$ cat config.mk
export PLATFORM = sky130hd
export DESIGN_NAME = issue_width_ctrl
export DESIGN_NICKNAME = d
export VERILOG_FILES = /design/src/rtl/iwc_pkg.sv /design/src/rtl/iwc_window_accum.sv /design/src/rtl/iwc_width_policy.sv /design/src/rtl/iwc_enable_seq.sv /design/src/rtl/issue_width_ctrl.sv
export SDC_FILE = /design/constraint.sdc
export NUM_CORES = 1
export LEC_CHECK = 0
export ABC_AREA = 0
export BUFFER_PORTS_ARGS = -buffer_cell sky130_fd_sc_hd__buf_2
export CAP_MARGIN = 25
export CORE_MARGIN = 1
export CORE_UTILIZATION = 29
export DETAILED_ROUTE_END_ITERATION = 12
export GPL_TIMING_DRIVEN = 1
export PLACE_DENSITY = 0.49
export RECOVER_POWER = 100
export SLEW_MARGIN = 20
export SYNTH_ARGS = -nofsm -noshare
export SYNTH_HDL_FRONTEND = slang
export SYNTH_SLANG_ARGS = --single-unit
$ cat constraint.sdc
create_clock -name clk -period 6.3 [get_ports clk]
set_clock_uncertainty 0.15 [all_clocks]
set_input_delay 0.63 -clock clk [delete_from_list [all_inputs] [get_ports clk]]
set_output_delay 0.63 -clock clk [all_outputs]
set_load 0.01 [all_outputs]
$ cat src/rtl/iwc_pkg.sv
package iwc_pkg;

  typedef enum logic [1:0] {
    WID_NARROW = 2'd0,
    WID_MID    = 2'd1,
    WID_FULL   = 2'd2
  } wid_e;

  // number of live slots for a width code, s = slots per cluster
  function automatic int unsigned wid_slots(wid_e w, int unsigned s);
    case (w)
      WID_FULL: return 2 * s;
      WID_MID:  return s + s / 2;
      default:  return s;
    endcase
  endfunction

  function automatic wid_e step_down(wid_e w);
    case (w)
      WID_FULL: return WID_MID;
      default:  return WID_NARROW;
    endcase
  endfunction

  function automatic wid_e step_up(wid_e w);
    case (w)
      WID_NARROW: return WID_MID;
      default:    return WID_FULL;
    endcase
  endfunction

  // average < (lower width - 1)  <=>  total < (lower - 1) * win
  function automatic logic want_drop(wid_e w, int unsigned total,
                                     int unsigned s, int unsigned win);
    if (w == WID_NARROW) return 1'b0;
    return total < (wid_slots(step_down(w), s) - 1) * win;
  endfunction

  // average >= width - 0.5  <=>  2 * total >= (2 * width - 1) * win
  function automatic logic want_rise(wid_e w, int unsigned total,
                                     int unsigned s, int unsigned win);
    if (w == WID_FULL) return 1'b0;
    return 2 * total >= (2 * wid_slots(w, s) - 1) * win;
  endfunction

endpackage

$ cat src/rtl/iwc_window_accum.sv
module iwc_window_accum #(
  parameter int CNT_W = 4,
  parameter int ACC_W = 14
) (
  input  logic             clk,
  input  logic             rst_n,
  input  logic             win_end_i,
  input  logic [CNT_W-1:0] issue_cnt_i,
  output logic [ACC_W-1:0] win_total_o
);

  logic [ACC_W-1:0] acc_q;

  // the boundary cycle's own count is part of the closing total
  assign win_total_o = acc_q + ACC_W'(issue_cnt_i);

  always_ff @(posedge clk or negedge rst_n) begin
    if (!rst_n)         acc_q <= '0;
    else if (win_end_i) acc_q <= '0;
    else                acc_q <= win_total_o;
  end

endmodule

$ cat src/rtl/iwc_width_policy.sv
module iwc_width_policy
  import iwc_pkg::*;
#(
  parameter int S     = 4,
  parameter int WIN   = 1024,
  parameter int ACC_W = 14
) (
  input  wid_e             cur_i,
  input  logic [ACC_W-1:0] total_i,
  output logic             go_down_o,
  output logic             go_up_o,
  output wid_e             nxt_o
);

  always_comb begin
    go_down_o = want_drop(cur_i, 32'(total_i), S, WIN);
    go_up_o   = !go_down_o && want_rise(cur_i, 32'(total_i), S, WIN);
    if (go_down_o)    nxt_o = step_down(cur_i);
    else if (go_up_o) nxt_o = step_up(cur_i);
    else              nxt_o = cur_i;
  end

endmodule

$ cat src/rtl/iwc_enable_seq.sv
module iwc_enable_seq
  import iwc_pkg::*;
#(
  parameter int S     = 4,
  parameter int DRAIN = 2,
  localparam int N    = 2 * S,
  localparam int DW   = $clog2(DRAIN + 1)
) (
  input  logic         clk,
  input  logic         rst_n,
  input  logic         decide_i,
  input  logic         go_down_i,
  input  logic         go_up_i,
  input  wid_e         nxt_i,
  output wid_e         width_o,
  output logic [N-1:0] slot_en_o,
  output logic [N-1:0] fu_en_o,
  output logic         busy_o
);

  typedef enum logic [1:0] {SEQ_IDLE, SEQ_DRAIN, SEQ_WAKE} seq_e;

  seq_e            st_q;
  wid_e            cur_q, tgt_q;
  logic [DW-1:0]   cnt_q;
  logic [N-1:0]    slot_q, fu_q;

  function automatic logic [N-1:0] wid_mask(wid_e w);
    logic [N-1:0] m;
    for (int i = 0; i < N; i++) m[i] = (i < int'(wid_slots(w, S)));
    return m;
  endfunction

  always_ff @(posedge clk or negedge rst_n) begin
    if (!rst_n) begin
      st_q   <= SEQ_IDLE;
      cur_q  <= WID_FULL;
      tgt_q  <= WID_FULL;
      cnt_q  <= '0;
      slot_q <= '1;
      fu_q   <= '1;
    end else begin
      case (st_q)
        SEQ_IDLE: begin
          if (decide_i && go_down_i) begin
            slot_q <= wid_mask(nxt_i);        // stop dispatch first
            tgt_q  <= nxt_i;
            cnt_q  <= DW'(DRAIN - 1);
            st_q   <= SEQ_DRAIN;
          end else if (decide_i && go_up_i) begin
            fu_q   <= wid_mask(nxt_i);        // clocks back first
            tgt_q  <= nxt_i;
            st_q   <= SEQ_WAKE;
          end
        end
        SEQ_DRAIN: begin
          if (cnt_q == '0) begin
            fu_q  <= wid_mask(tgt_q);
            cur_q <= tgt_q;
            st_q  <= SEQ_IDLE;
          end else begin
            cnt_q <= cnt_q - 1'b1;
          end
        end
        default: begin
          slot_q <= wid_mask(tgt_q);
          cur_q  <= tgt_q;
          st_q   <= SEQ_IDLE;
        end
      endcase
    end
  end

  assign width_o   = cur_q;
  assign slot_en_o = slot_q;
  assign fu_en_o   = fu_q;
  assign busy_o    = (st_q != SEQ_IDLE);

endmodule

$ cat src/rtl/issue_width_ctrl.sv
module issue_width_ctrl
  import iwc_pkg::*;
#(
  parameter int  SLOTS_PER_CLUSTER = 4,
  parameter int  WIN_CYCLES        = 1024,
  parameter int  DRAIN_CYCLES      = 2,
  localparam int N     = 2 * SLOTS_PER_CLUSTER,
  localparam int CNT_W = $clog2(N + 1),
  localparam int WW    = $clog2(N + 1)
) (
  input  logic             clk,
  input  logic             rst_n,
  input  logic             win_end_i,
  input  logic [CNT_W-1:0] issue_cnt_i,
  output logic [WW-1:0]    width_o,
  output logic [N-1:0]     slot_en_o,
  output logic [N-1:0]     fu_clk_en_o,
  output logic [1:0]       clus_clk_en_o
);

  localparam int ACC_W = $clog2(N * WIN_CYCLES + 1);

  // named internal events, observed by the bound checker
  logic [ACC_W-1:0] win_total;
  logic             pol_down, pol_up;
  wid_e             pol_nxt, cur_wid;
  logic             seq_busy;

  iwc_window_accum #(.CNT_W(CNT_W), .ACC_W(ACC_W)) u_accum (
    .clk         (clk),
    .rst_n       (rst_n),
    .win_end_i   (win_end_i),
    .issue_cnt_i (issue_cnt_i),
    .win_total_o (win_total)
  );

  iwc_width_policy #(.S(SLOTS_PER_CLUSTER), .WIN(WIN_CYCLES), .ACC_W(ACC_W)) u_policy (
    .cur_i     (cur_wid),
    .total_i   (win_total),
    .go_down_o (pol_down),
    .go_up_o   (pol_up),
    .nxt_o     (pol_nxt)
  );

  iwc_enable_seq #(.S(SLOTS_PER_CLUSTER), .DRAIN(DRAIN_CYCLES)) u_seq (
    .clk       (clk),
    .rst_n     (rst_n),
    .decide_i  (win_end_i),
    .go_down_i (pol_down),
    .go_up_i   (pol_up),
    .nxt_i     (pol_nxt),
    .width_o   (cur_wid),
    .slot_en_o (slot_en_o),
    .fu_en_o   (fu_clk_en_o),
    .busy_o    (seq_busy)
  );

  assign width_o = WW'(wid_slots(cur_wid, SLOTS_PER_CLUSTER));

  for (genvar c = 0; c < 2; c++) begin : g_clus
    assign clus_clk_en_o[c] = |fu_clk_en_o[c*SLOTS_PER_CLUSTER +: SLOTS_PER_CLUSTER];
  end

endmodule

### After elaboration in Yosys (flattened, before gate mapping)

Cells that the tools add are included.

* add/subtract/negate cells: 4
* equal/unequal tests: 15
* reduce and logical (&&, ||, !) cells: 18
* bitwise logic cells: 2
* order comparisons: 34
* multiplexer cells: 43

Operators by type and width (count)
* < comparator 4 x 32 -> 1 bit, first input constant: 16
* < comparator 3 x 32 -> 1 bit, first input constant: 8
* two-way mux 32 bit: 8
* < comparator 1 x 32 -> 1 bit, first input constant: 4
* < comparator 2 x 32 -> 1 bit, first input constant: 4
* subtractor 22 x 1 -> 22 bit, second input constant: 2
* greater-or-equal comparator 15 x 32 -> 1 bit: 1
* < comparator 14 x 32 -> 1 bit: 1
* two-way mux 8 bit: 4
* case mux 4 bit (2 select lines): 4
* case mux 8 bit (2 select lines): 2
* two-way mux 2 bit: 12
* two-way mux 22 bit: 1
* two-way mux 21 bit: 1
* adder 14 x 4 -> 14 bit: 1
* two-way mux 14 bit: 1
* case mux 2 bit (2 select lines): 3
* == test 2 x 1 -> 1 bit, second input constant: 5
* == test 2 bit, second input constant: 4
* AND reduction 2 bit: 4
* OR reduction 4 bit: 2
* two-way mux 1 bit: 7
* logical NOT 2 bit: 3
* != test 2 x 1 -> 1 bit, second input constant: 3
* other kinds (10): 15

* output and inout bits: 22
* register bits after elaboration: 38
* input bits: 7
* word-level logic and storage cells: 123

### Depth between registers and ports, before layout

Gate-level depths: netlist of run 1.

* depth after elaboration: 22
* gate-level depth with buffers: 19

### Modules after synthesis

A second synthesis of run 1 with hierarchy kept.

* cells, all modules: 190
* area total of the unflattened synthesis: 2048.2 µm²

Modules (own cells, without submodules)
* iwc_enable_seq: instances 1, area each 888.4 µm², seq. area each 412.9 µm², cells each 71
* iwc_window_accum: instances 1, area each 850.8 µm², seq. area each 350.3 µm², cells each 81
* iwc_width_policy: instances 1, area each 264.0 µm², seq. area each 0.0 µm², cells each 31
* issue_width_ctrl: instances 1, area each 45.0 µm², seq. area each 0.0 µm², cells each 7

### Least setup slack after synthesis of run 1

OpenSTA, ideal clock, no wires.

* path kind: input to register
* start: input port issue_cnt_i[0]
* end: register u_seq.fu_q[6], in the netlist u_seq.fu_en_o[6]
* path buffers: 0
* arrival: 4040 ps
* slack: 2027 ps
* required time: 6068 ps
* stages: 18
* cell sequence: ha_1 > fa_1 > nand3_1 > nand2_1 > and3_1 > and3_1 > nand3_1 > xnor2_1 > ha_1 > nand3_1 > a311oi_1 > o22ai_2 > a21oi_4 > mux2i_1 > nor2_1 > ha_1 > mux2_2 > mux2_4

* longest elaborated chain between the ends: 16

Ends and longest elaborated chain
* start, declared: RTL line issue_width_ctrl.sv:14 `input logic [CNT_W-1:0] issue_cnt_i,`
* adder 14 x 4 -> 14 bit (*): RTL line iwc_window_accum.sv:15 `assign win_total_o = acc_q + ACC_W'(issue_cnt_i);`
* < comparator 14 x 32 -> 1 bit: RTL line iwc_pkg.sv:36 `return total < (wid_slots(step_down(w), s) - 1) * win;`
* two-way mux 1 bit: RTL line iwc_pkg.sv:36
* logical NOT 1 bit: RTL line iwc_width_policy.sv:17 `go_up_o = !go_down_o && want_rise(cur_i, 32'(total_i), S, WIN);`
* logical AND 1 bit: RTL line iwc_width_policy.sv:17
* two-way mux 2 bit: RTL line iwc_width_policy.sv:19 `else if (go_up_o) nxt_o = step_up(cur_i);`
* two-way mux 2 bit (*): RTL line iwc_width_policy.sv:18 `if (go_down_o) nxt_o = step_down(cur_i);`
* via pol_nxt[1]: RTL line issue_width_ctrl.sv:26 `wid_e pol_nxt, cur_wid;`
* == test 2 x 1 -> 1 bit or == test 2 bit (tied branches): RTL line iwc_pkg.sv:11 `case (w)`
* case mux 4 bit (2 select lines) (*): RTL line iwc_pkg.sv:11
* two-way mux 32 bit (*): RTL line iwc_enable_seq.sv:50 `end else if (decide_i && go_up_i) begin`
* two-way mux 32 bit (*): RTL line iwc_enable_seq.sv:45 `if (decide_i && go_down_i) begin`
* two-way mux 32 bit (*): RTL line iwc_enable_seq.sv:43 `case (st_q)`
* < comparator 4 x 32 -> 1 bit (*): RTL line iwc_enable_seq.sv:30 `for (int i = 0; i < N; i++) m[i] = (i < int'(wid_slots(w, S)));`
* two-way mux 8 bit (*): RTL line iwc_enable_seq.sv:50
* two-way mux 8 bit (*): RTL line iwc_enable_seq.sv:45
* case mux 8 bit (2 select lines) (*): RTL line iwc_enable_seq.sv:43
* end signal, assigned: RTL line iwc_enable_seq.sv:51 `fu_q <= wid_mask(nxt_i);`
* end signal, assigned: RTL line iwc_enable_seq.sv:58 `fu_q <= wid_mask(tgt_q);`
* end, declared: RTL line iwc_enable_seq.sv:26 `logic [N-1:0] slot_q, fu_q;`

The timed path passes the listed nets; every way through them passes the cells marked *. The select of a mux whose other input is x is not followed.
A chain may end at the register's enable or synchronous reset.

### Worst setup path after layout of run 1

* start: input port issue_cnt_i[0]
* end: register u_seq.slot_q[5], in the netlist u_seq.slot_en_o[5]

* longest elaborated chain between the ends: 14

Ends and longest elaborated chain
* adder 14 x 4 -> 14 bit (*): RTL line iwc_window_accum.sv:15
* < comparator 14 x 32 -> 1 bit: RTL line iwc_pkg.sv:36
* two-way mux 1 bit: RTL line iwc_pkg.sv:36
* logical NOT 1 bit: RTL line iwc_width_policy.sv:17
* logical AND 1 bit: RTL line iwc_width_policy.sv:17
* two-way mux 2 bit: RTL line iwc_width_policy.sv:19
* two-way mux 2 bit: RTL line iwc_width_policy.sv:18
* == test 2 x 1 -> 1 bit or == test 2 bit (tied branches): RTL line iwc_pkg.sv:11
* case mux 4 bit (2 select lines): RTL line iwc_pkg.sv:11
* two-way mux 32 bit: RTL line iwc_enable_seq.sv:45
* two-way mux 32 bit: RTL line iwc_enable_seq.sv:43
* < comparator 4 x 32 -> 1 bit: RTL line iwc_enable_seq.sv:30
* two-way mux 8 bit: RTL line iwc_enable_seq.sv:45
* case mux 8 bit (2 select lines): RTL line iwc_enable_seq.sv:43
* end signal, assigned: RTL line iwc_enable_seq.sv:46 `slot_q <= wid_mask(nxt_i);`
* end signal, assigned: RTL line iwc_enable_seq.sv:66 `slot_q <= wid_mask(tgt_q);`
* end, declared: RTL line iwc_enable_seq.sv:26

Every way passes the cells marked *; elsewhere a longest branch is shown, timed or not. The select of a mux whose other input is x is not followed.

==> results.toml, run 1 <==
[logic_synthesis]
ys_types = 55
syn_nets = 198
synth_common_cells = "20 x dfrtp_1, 16 x ha_1, 13 x buf_4, 13 x nor2_1, 12 x inv_1"
yosysTopAreaCell = "dfrtp_1"
synth-edff-count = 0
synthArstFlopShare = 1.00
synth_top_area_share = 0.275
synth_top_flop_cell = "dfrtp_1"
ys_seq_area_frac = 0.390
syn-cell-area_um2 = 1820
syn_inst = 174
synth_seq_cells = 28
yosysMostFrequentCell = "dfrtp_1"
synth_area_leaders = "dfrtp_1 27%, dfstp_2 12%, ha_1 11%"
synth_warnings = 0
syn_area_per_cell_um2 = 10.5

[critical_path]
cp.required_ns = 6.33
worstRegToRegCells = 16
r2r-start = "u_accum.acc_q[0]"
reg2reg_to = "u_seq.slot_en_o[5]"
path_class = "primary input to register"
arrival_ns = 4.57
cp-start-kind = "primary input"
endpoint_kind = "register"
regToRegSetupSlack_ns = 1.84
crit_fanout = 6

[global_route]
grt_pass1_wl_um = 5710
track_usage = 0.111
grt_max_degree = 29
antenna_found_initial = 0
grt_pass1_vias = 1182
overflow = 0

[sta]
fin_crit_ns = 4.55
slew_viol_final = 29
hold_viol_final = 0
min_period_over_period = 0.722
fmax_mhz = 220
worst_pin_slew_ns = 1.55
slew_headroom = -0.0328
setup_tns_ns = 0
rsz0062_at_grt = "false"
finalSetupViolations = 0

[final_layout]
syn_to_final_growth_pct = 6.73
layout.nets = 216
utilization = 0.325
fillers = 624
stdcell_area_um2 = 1940
drive_gt1_frac = 0.147
diodes = 0

[drt]
wl_um = 3190
postRouteAntennaNets = 0
vias_per_cell = 4.64
dr.pass1.iters = 4
remaining_drc_errors = 0
dr_wl_met2_um = 1340
dr.max_layer_used = "met4"
wl_met1_um = 1730
wl_met3_um = 85
routedWlPerCell_um = 12.0
num_vias = 1235
drtIter0Drc = 26

[cts]
cts-buffers-inserted = 3
cts_setup_buffers = 0
htreeDepth = 1
clock_latency_ns = 0.28
ctsResizeCount = 0
clkTransAtPathRegs_ns = 0.10
ctsHoldBuffers = 0
cts.sinks = 28
clock_path_buffers = 2
root_buffer = "clkbuf_8"
cts_tree = "done"

[placed_design]
dpl_cell_area_um2 = 1950
place_hpwl_um = 2350
numPortBuffers = 27
gp_congestion = 0.756

[floorplanning]
row_count = 28
start_util = 0.304
core_area_um2 = 5990
die-area_um2 = 6600
fp.dieH_um = 81.3
num_io_pins = 29
die_x_um = 81.3

[flow_run]
drv_cap = 1

[hold_path]
hp-start = "u_seq.cnt_q[1]"
min_to = "u_seq.cnt_q[1]"
hold_depth = 2
min_path_type = "register to register"

[power_and_ir_drop]
power_density_nw_per_um2 = 176
ir_worst_vdd_uv = 66.6
total_power_mw = 0.343
p_leak_nw = 0.912

[run_status]
violations = "capacitance limit, slew limit"
status = "finished with violations"
[worst max-delay path, stage by stage]
cell and delay (ns):
buf_2 0.10, ha_1 0.23, fa_1 0.41, nand3_1 0.10, nand2_1 0.15, and3_1 0.25, and3_1 0.20, nand3_1 0.09
xnor2_1 0.17, ha_1 0.31, a211o_1 0.26, a211oi_1 0.37, and2_0 0.33, nor3_1 0.08, a221oi_1 0.26, ha_1 0.31
o311ai_0 0.32
[cells in the final DEF (no fill, tap or decap), types with 2 or more instances in the layout]
cell type | netlist | routed
nand3_1 | 4 | 4
or2b_1 | 2 | 2
dfstp_1 | 0 | 7
a221oi_1 | 2 | 2
a21o_2 | 2 | 2
and3_1 | 6 | 6
nand4_1 | 2 | 2
o21ai_0 | 4 | 5
a211oi_1 | 3 | 3
nand2b_1 | 2 | 2
a21oi_1 | 3 | 3
dfrtp_1 | 20 | 20
mux2i_1 | 3 | 3
a211o_1 | 2 | 2
xor2_1 | 2 | 3
ha_1 | 16 | 16
nor2b_1 | 4 | 4
nor2_1 | 13 | 13
buf_2 | 0 | 11
nand2_1 | 8 | 8
clkbuf_1 | 1 | 17
inv_1 | 12 | 12
clkbuf_8 | 0 | 3
mux2_2 | 2 | 2
xnor2_1 | 7 | 7
a31oi_1 | 1 | 2
and2_0 | 0 | 2
mux2_1 | 0 | 2
[cell type report]
| class | count | area (µm²) | share of cell area |
|---|---|---|---|
| Multi-Input combinational cell | 120 | 935 | 0.481 |
| Sequential cell | 28 | 711 | 0.366 |
| Timing Repair Buffer | 27 | 115 | 0.0592 |
| Tap cell | 75 | 93.8 | 0.0483 |
| Clock buffer | 4 | 45.0 | 0.0232 |
| Inverter | 12 | 45.0 | 0.0232 |
[layer usage]
metal / track usage / vias to the layer above
met2: 0.164 / 17
met4: 0.0375 / 0
met1: 0.161 / 586
met3: 0.0191 / 2
met5: 0 / -
li1: - / 630
[state kept, by name, summed over array words and instances, names as in the netlist]
signal	flops
u_accum.acc_q	14
u_seq.width_o	2
u_seq.cnt_q	2
u_seq.slot_en_o	3
u_seq.st_q	2
u_seq.tgt_q	2
u_seq.fu_en_o	3
[per-stage QoR]
step / worst slack, ns / std cells / hold WS (ns)
finish: 1.75 / 266 / 0.368
global route: 1.32 / 266 / 0.424
CTS: 1.84 / 266 / 0.247
detailed placement: 1.54 / 262 / 0.351
global placement: 1.55 / 262 / 0.347
floorplan: 2.03 / 174 / 0.184
[report_power, final]
group          switching (mW)  leakage, nW  internal, mW
Combinational          0.0269        0.548        0.0198
Clock                  0.0583       0.0228        0.0454
Sequential            0.00513        0.342         0.187
Total                  0.0903        0.912         0.252
[cells by family (layout without fill, tap and decap cells)]
family / after synthesis / count (layout) / share of synthesized area
AO/OA/AOI/OAI: 32 / 32 / 0.148
XOR/XNOR: 10 / 10 / 0.0522
adder cells (fa/ha/maj): 17 / 17 / 0.121
buffers and inverters: 26 / 43 / 0.0804
flip-flops: 28 / 28 / 0.390
multiplexers: 7 / 7 / 0.0453
other: 1 / 1 / 0.00206
AND/OR/NAND/NOR: 53 / 53 / 0.161
[worst max-delay path by stage]
stage                         from  cells past startpoint                  to
finish              issue_cnt_i[0]                     17  u_seq.slot_en_o[5]
global route        issue_cnt_i[0]                     17  u_seq.slot_en_o[5]
CTS                 issue_cnt_i[0]                     17  u_seq.slot_en_o[5]
detailed placement  issue_cnt_i[0]                     17  u_seq.slot_en_o[5]
global placement    issue_cnt_i[0]                     18    u_seq.fu_en_o[5]
floorplan           issue_cnt_i[0]                     18    u_seq.fu_en_o[6]
No activity file was read; power rests on OpenSTA's default activity.
==> run 2, diff against run 1 <==
ABC_AREA = 1   (was 0)
clock period = 4.7 ns   (was 6.3 ns; I/O delays follow)
==> run 2 against run 1 <==
The flow still finishes with violations (capacitance limit, slew limit). Final area up 5.1%. Synthesized cell count up 41%. Combinational power up 16%. Setup slack worse by 0.88 ns. Flip-flop and latch count unchanged. Critical path depth up 8. First-iteration DRC count rose to 2.7 times the previous value. Critical path type is now register to register. Critical endpoint is now u_seq.fu_en_o[5]. Largest cell class unchanged. Highest routed layer unchanged.
==> results.toml, run 2 <==
[floorplanning]
die_x_um = 83.4
die-area_um2 = 6950
row_count = 29
fp.dieH_um = 83.4
num_io_pins = 29
core_area_um2 = 6390
start_util = 0.301

[final_layout]
final_cell_mix = "51 x nand2_1, 37 x inv_1, 21 x nor2_1"
largest_reg_flops = 14
drive_gt1_frac = 0.125
final_common_cell = "nand2_1"
stdcell_area_um2 = 2040
top_register = "u_accum.acc_q"
layout.nets = 288
fillers = 715
seqCellArea_um2 = 711
syn_to_final_growth_pct = 6.45
diodes = 0
multi_input_area_um2 = 930

[critical_path]
r2r-start = "u_accum.acc_q[0]"
cpMostUsedCell = "nand2_1"
cpPeakStageDelay_ns = 0.45
cp-start-kind = "register"
arrival_ns = 3.90
cpMaxStageDelayCell = "fa_1"
reg2reg_to = "u_seq.fu_en_o[5]"
regToRegSetupSlack_ns = 0.87
endpoint_kind = "register"
path_class = "register to register"
cp.required_ns = 4.77
worstRegToRegCells = 25
crit_fanout = 4

[sta]
slew_viol_final = 29
fin_crit_ns = 3.83
setup_ws_ns = 0.874
setup_tns_ns = 0
worst_pin_slew_ns = 1.54
finalSetupViolations = 0
hold_viol_final = 0
fmax_mhz = 261
slew_headroom = -0.0255
rsz0062_at_grt = "false"
min_period_over_period = 0.814

[logic_synthesis]
syn_area_per_cell_um2 = 7.84
synth_xor_area_frac = 0.0137
synth_top_flop_cell = "dfrtp_1"
syn_nets = 269
ys_seq_area_frac = 0.370
synth_seq_cells = 28
synthAdderAreaFrac = 0.115
synth_top_family_by_area = "simple AND/OR/NAND/NOR gates"
synthMuxAreaShare = 0
synth_top_area_share = 0.261
synth_warnings = 0
synth-edff-count = 0
syn_inst = 245
synth_area_leaders = "dfrtp_1 26%, dfstp_2 11%, ha_1 10%"
yosysMostFrequentCell = "nand2_1"
synth_common_cells = "49 x nand2_1, 37 x inv_1, 20 x dfrtp_1, 20 x nor2_1, 16 x ha_1"
synthArstFlopShare = 1.00
synth_compound_area_frac = 0.101
syn-cell-area_um2 = 1920
ys_types = 32
yosysTopAreaCell = "dfrtp_1"
synth_simple_gate_area_frac = 0.270

[cts]
clock_path_buffers = 2
clock_latency_ns = 0.27
cts_tree = "done"
cts-buffers-inserted = 3
root_buffer = "clkbuf_8"
htreeDepth = 1
clkTransAtPathRegs_ns = 0.10
ctsHoldBuffers = 0
ctsResizeCount = 0
cts_setup_buffers = 0
cts.sinks = 28

[drt]
routedWlPerCell_um = 10.7
dr.pass1.iters = 4
postRouteAntennaNets = 0
remaining_drc_errors = 0
num_vias = 1470
wl_um = 3620
vias_per_cell = 4.32
drtIter0Drc = 69

[placed_design]
place_hpwl_um = 2810
dpl_cell_area_um2 = 2050
numPortBuffers = 27
gp_congestion = 0.768
post-place-ws_ns = 0.664

[flow_run]
drv_cap = 1

[power_and_ir_drop]
p_leak_nw = 0.995
power_density_nw_per_um2 = 218
ir_worst_vdd_uv = 95.0

[global_route]
track_usage = 0.120
overflow = 0
antenna_found_initial = 0
grt_max_degree = 29
grt_pass1_vias = 1481
grt_pass1_wl_um = 6870

[run_status]
status = "finished with violations"
violations = "capacitance limit, slew limit"

[hold_path]
hp-start = "u_seq.tgt_q[0]"
hold_depth = 2
min_path_type = "register to register"
min_to = "u_seq.tgt_q[0]"
[run 2: cell count changes in the layout (fill, tap and decap cells not counted), sizes merged, moves of 5 or more]
| cell | before | now |
|---|---|---|
| o21ai | 5 | 19 |
| xnor2 | 7 | 2 |
| nor2 | 14 | 24 |
| inv | 12 | 38 |
| nand2 | 8 | 59 |
| nand3 | 5 | 16 |
| and3 | 6 | 1 |
| a21oi | 4 | 15 |
[run 2: worst max-delay path by stage]
stage          slack, ns                to             start  cells after the start
4_1_cts             0.85  u_seq.fu_en_o[5]  u_accum.acc_q[0]                     25
2_1_floorplan       1.17  u_seq.fu_en_o[5]    issue_cnt_i[0]                     25
3_3_place_gp        0.64  u_seq.fu_en_o[5]    issue_cnt_i[0]                     26
3_5_place_dp        0.66  u_seq.fu_en_o[5]    issue_cnt_i[0]                     26
6_report            0.87  u_seq.fu_en_o[5]  u_accum.acc_q[0]                     25
5_1_grt             0.39  u_seq.fu_en_o[5]  u_accum.acc_q[0]                     25
[run 2: per-layer routing]
metal  global-route usage  part of all wire
met1                0.170              0.54
met2                0.194              0.43
met3              0.00596             0.025
met4               0.0423            0.0088
met5                    0                 0
[run 2: through the flow]
step | hold WS [ns] | total power, mW | std cells | utilization
2_1_floorplan | 0.0244 | 0.299 | 245 | -
6_report | 0.342 | 0.445 | 340 | 0.320
5_1_grt | 0.356 | 0.478 | 340 | 0.320
3_5_place_dp | 0.322 | 0.315 | 336 | 0.321
4_1_cts | 0.0813 | 0.457 | 340 | 0.328
3_3_place_gp | 0.311 | 0.316 | 336 | 0.321
[run 2: report_power, final]
| part | internal, mW | switching (mW) | total (mW) |
|---|---|---|---|
| combinational | 0.0179 | 0.0365 | 0.0544 |
| sequential | 0.249 | 0.00531 | 0.254 |
| clock | 0.0608 | 0.0758 | 0.137 |
| total | 0.327 | 0.118 | 0.445 |
[run 2: worst max-delay path: cells and delay by family (launching register included)]
family | cells | cell delay (ns)
AO/OA/AOI/OAI | 3 | 0.29
XOR/XNOR | 1 | 0.21
adder cells (fa/ha/maj) | 4 | 1.28
buffers and inverters | 5 | 0.38
flip-flops | 1 | 0.38
AND/OR/NAND/NOR | 12 | 1.09
[run 2: cells by family (layout without fill, tap and decap cells)]
logic type	Yosys count	count (layout)
compound gates	36	36
flops	28	28
simple gates	108	108
fa+ha+maj	17	17
xor+xnor	3	3
other cells	1	1
buf+inv	52	70
[run 2: final cells by class]
cell class	instances	area share
flip-flops and latches	28	0.348
repair buffers	27	0.0569
clock buffers	4	0.0220
well taps	77	0.0471
inverters	39	0.0716
multi-input cells	165	0.455
==> run 3, diff against run 2 <==
ABC_AREA = 0   (was 1)
PLACE_DENSITY = 0.51   (was 0.49)
clock period = 3.3 ns   (was 4.7 ns; I/O delays follow)
==> run 3 against run 2 <==
The run ends with capacitance limit, slew limit, setup timing left. Clock power up 40%. Critical path depth down 6. Non-clock buffer count up 30. First-iteration DRC count down 10%. Hold slack worse by 0.079 ns. Cell count down 13%. Power up 60%. Routed wire length up 5.0%. Global-route usage up 0.18 points. Register-to-register slack worse by 1.3 ns. Setup slack worse by 1.3 ns. Critical endpoint is now u_seq.fu_en_o[6]. Highest routed layer unchanged.
==> results.toml, run 3 (synthesis results as in run 1) <==
[run_status]
status = "finished with violations"
violations = "capacitance limit, slew limit, setup timing"

[final_layout]
largest_reg_flops = 14
final_cell_mix = "26 x buf_4, 20 x dfrtp_1, 15 x clkbuf_1"
utilization = 0.404
diodes = 0
final_common_cell = "buf_4"
layout.nets = 246
stdcell_count = 296
drive_gt1_frac = 0.443
top_register = "u_accum.acc_q"
syn_to_final_growth_pct = 32.8
fillers = 602
stdcell_area_um2 = 2420

[power_and_ir_drop]
p_leak_nw = 1.13
total_power_mw = 0.713
pwr-share-seq = 0.515
p_switching_mw = 0.185
swShare = 0.259
p_comb_frac = 0.216
clock_power_share = 0.269
power_density_nw_per_um2 = 295
internal-power_mw = 0.528
ir_worst_vdd_uv = 150

[sta]
setup_tns_ns = -1.72
slew_viol_final = 29
whs_ns = 0.263
setup_ws_ns = -0.448
worst_pin_slew_ns = 1.58
slew_headroom = -0.0533
rsz0062_at_grt = "true"
finalSetupViolations = 9
min_period_over_period = 1.14
hold_viol_final = 0
fmax_mhz = 267
fin_crit_ns = 3.75

[hold_path]
min_path_type = "primary input to register"

[global_route]
grt_pass1_wl_um = 6250
grt_use_met3 = 0.0157
grtUsageMet2 = 0.199
grt_pass1_vias = 1338
top_usage_layer = "met2"
grt_max_degree = 29
met1_usage = 0.163
overflow = 0
antenna_found_initial = 0
track_usage = 0.122

[floorplanning]
row_count = 28
fp.dieH_um = 81.3
core_area_um2 = 5990
die-area_um2 = 6600
start_util = 0.304
num_io_pins = 29
die_x_um = 81.3

[drt]
dr.pass1.iters = 4
postRouteAntennaNets = 0
vias_per_cell = 4.66
remaining_drc_errors = 0
num_vias = 1378
wl_um = 3810
routedWlPerCell_um = 12.9
drtIter0Drc = 62

[placed_design]
place_hpwl_um = 2640
dp_cells = 282
numPortBuffers = 27
dpl_cell_area_um2 = 2150
post-place-ws_ns = -0.597
gp_congestion = 0.828

[critical_path]
cp_top_family = "simple AND/OR/NAND/NOR gates"
r2r-start = "u_accum.acc_q[0]"
worstRegToRegCells = 19
reg2reg_to = "u_seq.fu_en_o[6]"
crit_fanout = 3
crit_start = "u_accum.acc_q[0]"
cp-start-kind = "register"
path_class = "register to register"
arrival_ns = 3.80
endpoint_kind = "register"
cp-endpoint = "u_seq.fu_en_o[6]"
regToRegSetupSlack_ns = -0.45
cpMaxStageDelayCell = "dfrtp_1"
worstPathCellList = "ha_4 -> fa_2 -> nand3_2 -> nand2_2 -> and3_4 -> and3_4 -> nand3_4 -> xnor2_4 -> ha_4 -> nand3_4 -> nor2_1 -> and4_1 -> o22ai_2 -> a21oi_4 -> mux2i_1 -> nor2_1 -> ha_2 -> mux2_2 -> mux2_4"
path_depth = 19
path_buf_inv = 0
cp.required_ns = 3.36
cpPeakStageDelay_ns = 0.40

[cts]
cts_tree = "done"
htreeDepth = 1
root_buffer = "clkbuf_8"
cts.sinks = 28
cts-buffers-inserted = 3
clock_latency_ns = 0.27
clock_path_buffers = 2
clkTransAtPathRegs_ns = 0.10

[flow_run]
drv_cap = 1
run 3: changes by cell type in the layout (fill, tap and decap cells not counted), moves of 4 or more:
cell | previous run | this run
dfstp_1 | 7 | 0
nand2_1 | 51 | 5
inv_1 | 37 | 12
nor2b_1 | 0 | 4
nand2_2 | 7 | 2
ha_1 | 16 | 11
dfstp_2 | 1 | 8
nor2_1 | 21 | 12
a21oi_1 | 15 | 2
o21ai_0 | 17 | 3
ha_4 | 0 | 4
buf_4 | 0 | 26
nand3_1 | 15 | 1
run 3: power groups by stage:
stage                     clock network (mW)  logic [mW]  registers [mW]
final                                  0.192       0.154           0.367
after detailed placement                   0       0.123           0.373
after CTS                              0.202       0.149           0.367
after floorplan                            0      0.0716           0.373
after global routing                   0.212       0.170           0.370
after global placement                     0       0.124           0.373
run 3: final cells by class:
class                           count  area [µm²]  area share
Clock buffer                        4        45.0      0.0186
Inverter                           12        45.0      0.0186
Multi-Input combinational cell    120        1170       0.483
Sequential cell                    28         711       0.294
Tap cell                           75        93.8      0.0388
Timing Repair Buffer               57         357       0.147
run 3: metal layers:
layer,up-vias,routed length (µm)
met5,-,0
met4,0,53
met3,4,74
met2,16,1770
met1,666,1900
li1,692,-
run 3: repair_timing:
item / 4_1_cts / 5_1_grt
setup endpoints to repair: 7 / 12
cloned: 0 / 0
pin swaps: 12 / 7
hold endpoints to repair: 20 / 0
hold buffers: 1 / 0
setup buffers: 10 / 3
gates resized for setup: 14 / 14
run 3: worst min path at each step:
stage | startpoint | end | slack, ns | cells after the start
2_1_floorplan | rst_n | u_accum.acc_q[0] | -0.12 | 0
3_3_place_gp | rst_n | u_accum.acc_q[9] | 0.25 | 1
3_5_place_dp | rst_n | u_accum.acc_q[9] | 0.26 | 1
4_1_cts | issue_cnt_i[0] | u_accum.acc_q[0] | 0.27 | 3
5_1_grt | issue_cnt_i[0] | u_accum.acc_q[0] | 0.29 | 3
6_report | issue_cnt_i[0] | u_accum.acc_q[0] | 0.26 | 3
run 3: worst register-to-register path: cells and delay by family, from the launching register on:
family          cells  cell delay, ns
simple gates        9            1.05
compound gates      2            0.25
fa+ha+maj           4            1.00
mux                 3            0.74
xor+xnor            1            0.10
flops               1            0.40
